==> config.mk <==
export PLATFORM = sky130hd
export DESIGN_NAME = lsu_align
export DESIGN_NICKNAME = d
export VERILOG_FILES = /design/src/rtl/lsu_align.sv
export SDC_FILE = /design/constraint.sdc
export NUM_CORES = 1
export LEC_CHECK = 0
export ABC_AREA = 1
export BUFFER_PORTS_ARGS = -buffer_cell sky130_fd_sc_hd__buf_2
export CAP_MARGIN = 20
export CORE_MARGIN = 2
export CORE_UTILIZATION = 32
export CTS_CLUSTER_SIZE = 14
export DETAILED_ROUTE_END_ITERATION = 12
export PLACE_DENSITY = 0.85
export SYNTH_ARGS = -nofsm -noshare
export SYNTH_HDL_FRONTEND = slang
export SYNTH_SLANG_ARGS = --single-unit
==> constraint.sdc <==
create_clock -name clk -period 1.45 [get_ports clk]
set_input_delay 0.29 -clock clk [delete_from_list [all_inputs] [get_ports clk]]
set_output_delay 0.29 -clock clk [all_outputs]
set_load 0.02 [all_outputs]
==> src/rtl/lsu_align.sv <==
module lsu_align #(
  parameter int AW = 32
) (
  input  logic          clk,
  input  logic          rst_por_n,
  input  logic          endian_pin,
  input  logic          req_valid,
  input  logic          req_write,
  input  logic [1:0]    req_size,
  input  logic [AW-1:0] req_addr,
  input  logic [31:0]   st_data,
  input  logic [31:0]   ld_rdata,
  output logic [AW-1:0] mem_addr,
  output logic [3:0]    mem_be,
  output logic          mem_we,
  output logic [31:0]   mem_wdata,
  output logic          addr_err,
  output logic [31:0]   ld_result,
  output logic          rf_we
);

  logic le_q;

  always_ff @(posedge clk) begin
    if (!rst_por_n) le_q <= endian_pin;
  end

  logic [1:0]  off;
  logic        is_byte, is_word, is_long, misal, go;
  logic [1:0]  lane;
  logic [3:0]  lane_mask;
  logic [31:0] data_mask;
  logic [4:0]  shamt;
  logic [15:0] ext;

  assign off     = req_addr[1:0];
  assign is_byte = (req_size == 2'b00);
  assign is_word = (req_size == 2'b01);
  assign is_long = req_size[1];
  assign misal   = (is_word & off[0]) | (is_long & (off != 2'b00));
  assign go      = req_valid & ~misal;

  always_comb begin
    if (is_byte) begin
      lane      = le_q ? off : ~off;
      lane_mask = 4'b0001;
      data_mask = 32'h0000_00FF;
    end else if (is_word) begin
      lane      = {le_q ? off[1] : ~off[1], 1'b0};
      lane_mask = 4'b0011;
      data_mask = 32'h0000_FFFF;
    end else begin
      lane      = 2'b00;
      lane_mask = 4'b1111;
      data_mask = 32'hFFFF_FFFF;
    end
  end

  assign shamt     = {lane, 3'b000};
  assign mem_addr  = {req_addr[AW-1:2], 2'b00};
  assign addr_err  = req_valid & misal;
  assign mem_be    = go ? (lane_mask << lane) : 4'b0000;
  assign mem_we    = go & req_write;
  assign mem_wdata = (go & req_write) ? ((st_data & data_mask) << shamt) : 32'h0;
  assign rf_we     = go & ~req_write;

  assign ext = 16'(ld_rdata >> shamt);

  always_comb begin
    if (is_byte)      ld_result = {{24{ext[7]}}, ext[7:0]};
    else if (is_word) ld_result = {{16{ext[15]}}, ext};
    else              ld_result = ld_rdata;
  end

endmodule


# [Word-level counts from Yosys, hierarchy flattened]
# Index checks and enable logic that the tools add are counted.
[totals] inputBits=103 ram_bits=0 word_cells=31 latch_bits=0 rom_bits=0 output_inout_bits=103 mem_count=0 register_bits=1
[op_classes] div=0 n_addsub=0 eq_ne=1 bitwise_logic=12 n_mul=0 n_reduce_logical=2 shifts=3 mux=12 n_lt_le_gt_ge=0
[op_table] cell="2-to-1 mux 32 bit" n=5
[op_table] cell="bitwise AND 32 bit" n=1
[op_table] cell="left shift 32 x 5 -> 32 bit" n=1
[op_table] cell=">> shifter 32 x 5 -> 16 bit" n=1
[op_table] cell="2-to-1 mux 4 bit" n=3
[op_table] cell="bitwise AND 1 bit" n=6
[op_table] cell="2-to-1 mux 2 bit" n=3
[op_table] cell="left shift 4 x 2 -> 4 bit" n=1
[op_table] cell="inverter 1 bit" n=3
[op_table] cell="== test 2 x 1 -> 1 bit (second input constant)" n=1
[op_table] cell="logical NOT 2 bit" n=1
[op_table] cell="inverter 2 bit" n=1
[op_table] cell="nonzero test 2 bit" n=1
[op_table] cell="2-to-1 mux 1 bit" n=1
[op_table] cell="bitwise OR 1 bit" n=1

# [Depth between registers and ports, before layout]
# Gate-level depths: netlist of run 1.
[logic_depth] ltp_word=7 ltp_mapped=10 ltp_nobuf=8

# [Worst setup path before layout of run 1]
# OpenSTA, ideal clock, no wires.
[synth_timing] kind="register to output" from="register le_q" to="output mem_be[1]" setup_slack_ps=-337 path_buffers=1 path_stages_with_launch=7 t_arrival_ps=1497 required_ps=1160 path_cell_list="edfxtp_1 > inv_2 > nand2_2 > nand3_4 > inv_2 > buf_2 > nor3_1"
[synth_between] elab_chain_len=5
[synth_lines] element="from (decl)" line_no="22" source="logic le_q;"
[synth_lines] element="from (signal assigned)" line_no="25" source="if (!rst_por_n) le_q <= endian_pin;"
[synth_lines] element="2-to-1 mux 1 bit" line_no="49" source="lane = {le_q ? off[1] : ~off[1], 1'b0};"
[synth_lines] element="2-to-1 mux 2 bit" line_no="48" source="end else if (is_word) begin"
[synth_lines] element="2-to-1 mux 2 bit (*)" line_no="44" source="if (is_byte) begin"
[synth_lines] element="left shift 4 x 2 -> 4 bit (*)" line_no="62" source="assign mem_be = go ? (lane_mask << lane) : 4'b0000;"
[synth_lines] element="2-to-1 mux 4 bit (*)" line_no="62"
[synth_lines] element="to (decl)" line_no="14" source="output logic [3:0] mem_be,"
# Mark *: on every way between the ends. The rest lies on a longest branch, timed or not.

# [Worst setup path in the final report of run 1]
[layout_timing] from="register le_q" to="output ld_result[3]"
[layout_between] elab_chain_len=6
[layout_lines] element="2-to-1 mux 1 bit" line_no="49"
[layout_lines] element="2-to-1 mux 2 bit" line_no="48"
[layout_lines] element="2-to-1 mux 2 bit (*)" line_no="44"
[layout_lines] element=">> shifter 32 x 5 -> 16 bit (*)" line_no="67" source="assign ext = 16'(ld_rdata >> shamt);"
[layout_lines] element="2-to-1 mux 32 bit" line_no="71" source="else if (is_word) ld_result = {{16{ext[15]}}, ext};"
[layout_lines] element="2-to-1 mux 32 bit (*)" line_no="70" source="if (is_byte) ld_result = {{24{ext[7]}}, ext[7:0]};"
[layout_lines] element="to (decl)" line_no="18" source="output logic [31:0] ld_result,"
# Marked as above.

==> flow_summary_export.csv, run 1 <==
group,metric,value,unit
routing,wl,9920,µm
placement,post-place-cells,585,
pwr,p_leak,2.15,nW
placement,dp.final_hpwl,6450,µm
routing,dr.pass1.iters,5,
clocking,cts_hold_buf,0,
routing,drt-initial-drc-count,123,
pwr,ir_drop,0.308,mV
synth,synth_edf_count,1,
placement,io_buffers,143,
die,core,5570,µm²
synth,async_flop_share,0,
pwr,p_int,0.712,mW
finish,post-route-util,0.738,
pwr,p_per_area,389,nW/µm²
run_status,status,"complete, but fails checks",
die,boundaryPins,206,
pwr,clockPowerShare,0,
sta,grt_setup_unrepaired,"true",
finish,largest_reg_flops,1,
pwr,power.switching,0.887,mW
finish,nNetsFinal,638,
critical_path,critPathMaxFanout,12,
routing,wl_per_cell,16.4,µm
synth,synth.largest_area_cell,"nand2_1",
run,max-cap-violations,0,
routing,via_per_inst,5.00,
synth,synth-seq-area-share,0.0160,
finish,diodes,0,
clocking,cts.clk_slew.worst_paths,0,ns
hold_path,hp-class,"in -> reg",
synth,ys_ff_latch,1,
synth,synthMostInstantiatedCell,"nand2_1",
sta,setup_ws,-0.373,ns
die,dieArea,6500,µm²
critical_path,path_class,"reg -> out",
run_status,violations,"setup timing",
sta,timing.fmax,549,MHz
finish,final_cell_count_no_fill,605,
finish,top_register,"le_q",
critical_path,endpoint_kind,"primary output",
synth,ys_types,29,
global_routing,grt_antenna_before_repair,0,
die,row_count,27,
global_routing,grt_max_degree,24,
routing,ant_nets,0,
sta,fin_crit,1.82,ns
critical_path,crit_arrival,1.53,ns
synth,yosys_warnings,0,
sta,period_share,1.26,
global_routing,grt_pass1_wl,13800,µm
pwr,p_sw_frac,0.555,
synth,ys_top_cells_by_area,"nand2_1 30%, buf_4 14%, inv_1 9.8%, nand3_1 9.3%, nor2_1 5.0%",
pwr,power_frac_comb,0.976,
finish,fill_cells,421,
die,die_h,80.6,µm
sta,finalHoldViolations,0,
critical_path,start_kind,"flip-flop",
die,die_w,80.6,µm
routing,dr_total_vias,3026,
finish,top_regs,"le_q (1)",
die,start_util,0.337,
pwr,pwr-share-seq,0.024,
global_routing,grtUsageTotal,0.267,
routing,drc,0,
synth,synth_common_cells,"151 x nand2_1, 49 x inv_1, 35 x buf_4, 35 x nand3_1, 25 x nor2_1",
synth,synth_ff_type,"edfxtp_1",
sta,slew_violations,0,
sta,setup_viol,69,
critical_path,required,1.16,ns
finish,layout-drive-gt1-share,0.668,
synth,syn_inst,378,
placement,pre_cts_slack,-0.454,ns
synth,synth_top_cell_area_share,0.302,
global_routing,grt-ovfl-total,0,
finish,synthToLayoutAreaGrowth,119,%
placement,gp_congestion,0.830,
sta,final.setup.tns,-19.87,ns
global_routing,first_global_vias,2891,
synth,syn_area_per_cell,4.97,µm²
synth,synth.cell_area,1880,µm²
-- placed cells by master, fill, tap and decap left out, types with 2 or more instances in the layout --
cell type | Yosys | layout
a21oi_2 | 0 | 3
o21ai_1 | 0 | 3
conb_1 | 1 | 2
nand3_2 | 2 | 5
inv_4 | 1 | 2
nor2_2 | 11 | 13
or2_2 | 2 | 2
buf_2 | 9 | 78
nand3_1 | 35 | 14
inv_2 | 3 | 7
o21ai_0 | 10 | 5
nor2_4 | 1 | 13
nor2_1 | 25 | 11
buf_8 | 0 | 3
o21a_1 | 2 | 2
nand4_1 | 4 | 4
nand2_4 | 4 | 18
nand2_1 | 151 | 81
o211ai_1 | 2 | 2
buf_6 | 4 | 58
buf_4 | 35 | 51
nand2_2 | 3 | 55
nor3_4 | 0 | 2
nand3_4 | 1 | 19
nand3b_1 | 8 | 8
a21oi_1 | 6 | 2
nand2_8 | 0 | 8
inv_1 | 49 | 42
buf_12 | 0 | 10
-- worst paths after layout --
check | startpoint | to | slack (ns) | cells after the start
worst max-delay path | le_q | ld_result[3] | -0.37 | 8
worst min-delay path | endian_pin | le_q | 0.48 | 1
-- per-layer routing --
layer	global-route usage	vias to the layer above	wire length, µm
met3	0.0315	30	697
met4	0.0610	0	259
met5	0	-	0
met1	0.275	1376	3500
met2	0.557	181	5460
li1	-	1439	-
-- logic make-up (layout without fill, tap and decap cells) --
kind of cell | Yosys count | count (layout) | share of synthesized area
flops | 1 | 1 | 0.0160
simple gates | 251 | 255 | 0.612
compound gates | 21 | 21 | 0.0686
buf+inv | 104 | 254 | 0.301
other cells | 1 | 2 | 0.00200
-- stage by stage --
stage / total power [mW] / instance area, µm² / hold WS, ns
floorplan: 0.881 / 2370 / 0.389
global route: 1.69 / 4110 / 0.487
detailed placement: 1.19 / 3130 / 0.481
CTS: 1.46 / 3780 / 0.481
global placement: 1.17 / 3130 / 0.469
finish: 1.60 / 4110 / 0.478
-- worst max-delay path: stages (launching register included) --
cell and delay [ns]:
edfxtp_1 0.43, inv_2 0.09, nand2_2 0.09, nand3_4 0.14, buf_8 0.18, or2_2 0.28
o211ai_1 0.11, nand2_2 0.07, buf_6 0.13
-- power by group through the flow --
stage | clock (mW) | sequential, mW | combinational [mW]
6_report | 0 | 0.0388 | 1.56
3_5_place_dp | 0 | 0.0383 | 1.15
2_1_floorplan | 0 | 0.0375 | 0.844
4_1_cts | 0 | 0.0387 | 1.42
3_3_place_gp | 0 | 0.0378 | 1.13
5_1_grt | 0 | 0.0389 | 1.65
-- repair_timing --
action / 4_1_cts / 5_1_grt
buffers inserted: 14 / 4
endpoints found under the setup margin: 70 / 70
resized for setup: 130 / 98
gates cloned: 6 / 1
pin swaps: 28 / 19
-- area by class of cell --
class                      instances  area, µm²  area share
tap                               72       90.1      0.0219
multi-input combinational        278       2070       0.503
timing repair buffer             201       1700       0.413
sequential                         1       30.0     0.00730
inverter                          53        228      0.0554
(Power assumes the default switching activity.)
==> run 2, diff against run 1 <==
--- a/config.mk
+++ b/config.mk
@@ -13,6 +13,7 @@
 export CTS_CLUSTER_SIZE = 14
 export DETAILED_ROUTE_END_ITERATION = 12
 export PLACE_DENSITY = 0.85
+export REMOVE_ABC_BUFFERS = 1
 export SYNTH_ARGS = -nofsm -noshare
 export SYNTH_HDL_FRONTEND = slang
 export SYNTH_SLANG_ARGS = --single-unit
==> flow_summary_export.csv, run 2 (synthesized netlist as in run 1, its figures left out) <==
group,metric,value,unit
finish,largest_reg_flops,1,
critical_path,critPathMaxFanout,7,
routing,wl,10600,µm
pwr,p_leak,2.20,nW
global_routing,grt_pass1_wl,13300,µm
critical_path,required,1.16,ns
critical_path,endpoint_kind,"primary output",
finish,fill_cells,439,
global_routing,grtUsageTotal,0.263,
placement,gp_congestion,0.836,
placement,dp.final_hpwl,6600,µm
routing,wl_met3,1100,µm
hold_path,hp-start,"endian_pin",
sta,timing.fmax,542,MHz
sta,slew_violations,0,
run_status,violations,"setup timing",
sta,setup_viol,70,
critical_path,crit_start,"le_q",
die,boundaryPins,206,
finish,multiInputGateArea,1710,µm²
critical_path,crit_chain,"buf_6, inv_6, nand2_4, buf_6, nand4_1, nand3_4, clkbuf_16, nand2_4, inv_1, nand2_1, buf_6",
global_routing,first_global_vias,2693,
critical_path,path_class,"reg -> out",
critical_path,cpPeakStageDelay,0.40,ns
hold_path,hp-class,"in -> reg",
sta,setup_ws,-0.396,ns
pwr,p_int,0.700,mW
routing,drt-initial-drc-count,176,
finish,nNetsFinal,638,
critical_path,slowest_stage,"edfxtp_1",
pwr,p_sw_frac,0.540,
global_routing,grt_antenna_before_repair,0,
finish,synthToLayoutAreaGrowth,103,%
sta,grt_setup_unrepaired,"true",
routing,top_layer,"met5",
critical_path,start_kind,"flip-flop",
clocking,cts.clk_slew.worst_paths,0,ns
placement,post-place-cells,577,
finish,layout_commonest_cell,"nand2_1",
routing,wl_per_cell,17.5,µm
die,die_h,80.6,µm
die,row_count,27,
routing,drt-met1-wl,4110,µm
hold_path,hold_end,"le_q",
routing,dr_total_vias,3091,
finish,layout-drive-gt1-share,0.567,
finish,post-route-util,0.684,
finish,top_regs,"le_q (1)",
critical_path,crit_arrival,1.56,ns
die,dieArea,6500,µm²
routing,ant_nets,0,
pwr,pwr-share-seq,0.025,
pwr,p_per_area,399,nW/µm²
global_routing,grt_max_degree,22,
global_routing,grt-ovfl-total,0,
sta,period_share,1.27,
routing,dr.pass1.iters,7,
finish,diodes,0,
critical_path,crit_top_cell,"buf_6",
routing,wl_met2,5030,µm
routing,drc,0,
pwr,power.switching,0.822,mW
die,core,5570,µm²
finish,top_register,"le_q",
sta,finalHoldViolations,0,
die,start_util,0.337,
pwr,clockPowerShare,0,
finish,layout_common_cells,"113 x nand2_1, 78 x buf_2, 54 x buf_6, 50 x buf_4, 42 x inv_1",
pwr,ir_drop,0.321,mV
pwr,power_frac_comb,0.975,
run,max-cap-violations,0,
sta,fin_crit,1.85,ns
finish,seq_area,30.0,µm²
finish,final_cell_count_no_fill,605,
die,die_w,80.6,µm
placement,io_buffers,143,
hold_path,hold_depth,1,
sta,hold_slack,0.473,ns
routing,via_per_inst,5.11,
run_status,status,"complete, but fails checks",
## run 2: repair_timing
item                       4_1_cts  5_1_grt
pin swaps                       18       45
setup endpoints to repair       70       70
gates cloned                     4        7
gates resized for setup         91      150
setup buffers                   15        6
hold buffers                     0        0
## run 2: worst max-delay path by stage
stage,slack (ns),cells past startpoint,to
finish,-0.40,11,ld_result[25]
global route,-0.44,10,ld_result[12]
CTS,-0.38,12,mem_wdata[16]
detailed placement,-0.42,9,ld_result[11]
global placement,-0.39,10,mem_wdata[17]
floorplan,-0.49,7,ld_result[10]
## run 2: critical path, delay by kind of cell (launching register included)
| family | cells | cell delay, ns |
|---|---|---|
| buf+inv | 6 | 0.72 |
| flops | 1 | 0.40 |
| simple gates | 5 | 0.43 |
## run 2: stage by stage
step           total power [mW]  setup TNS (ns)  worst slack, ns  area (µm²)
2_1_floorplan             0.579          -26.98           -0.490        1520
3_3_place_gp               1.01          -22.34           -0.394        2640
3_5_place_dp               1.03          -25.25           -0.420        2640
4_1_cts                    1.20          -21.36           -0.376        3160
5_1_grt                    1.61          -26.02           -0.442        3810
6_report                   1.52          -21.56           -0.396        3810
## run 2: cell type report
type,instances,share of cell area
timing repair buffer,200,0.460
multi-input combinational,279,0.450
inverter,53,0.0587
tap,72,0.0236
sequential,1,0.00788
## run 2: power by group through the flow
| stage | sequential (mW) | clock [mW] | combinational [mW] |
|---|---|---|---|
| final | 0.0373 | 0 | 1.48 |
| after global routing | 0.0376 | 0 | 1.57 |
| after CTS | 0.0366 | 0 | 1.17 |
| after detailed placement | 0.0377 | 0 | 0.996 |
| after global placement | 0.0376 | 0 | 0.973 |
| after floorplan | 0.0375 | 0 | 0.542 |
## run 2: routing by layer
metal	track usage	up-vias
met4	0.0508	2
met2	0.422	215
met5	0.0636	-
met1	0.335	1393
met3	0.0944	38
li1	-	1443
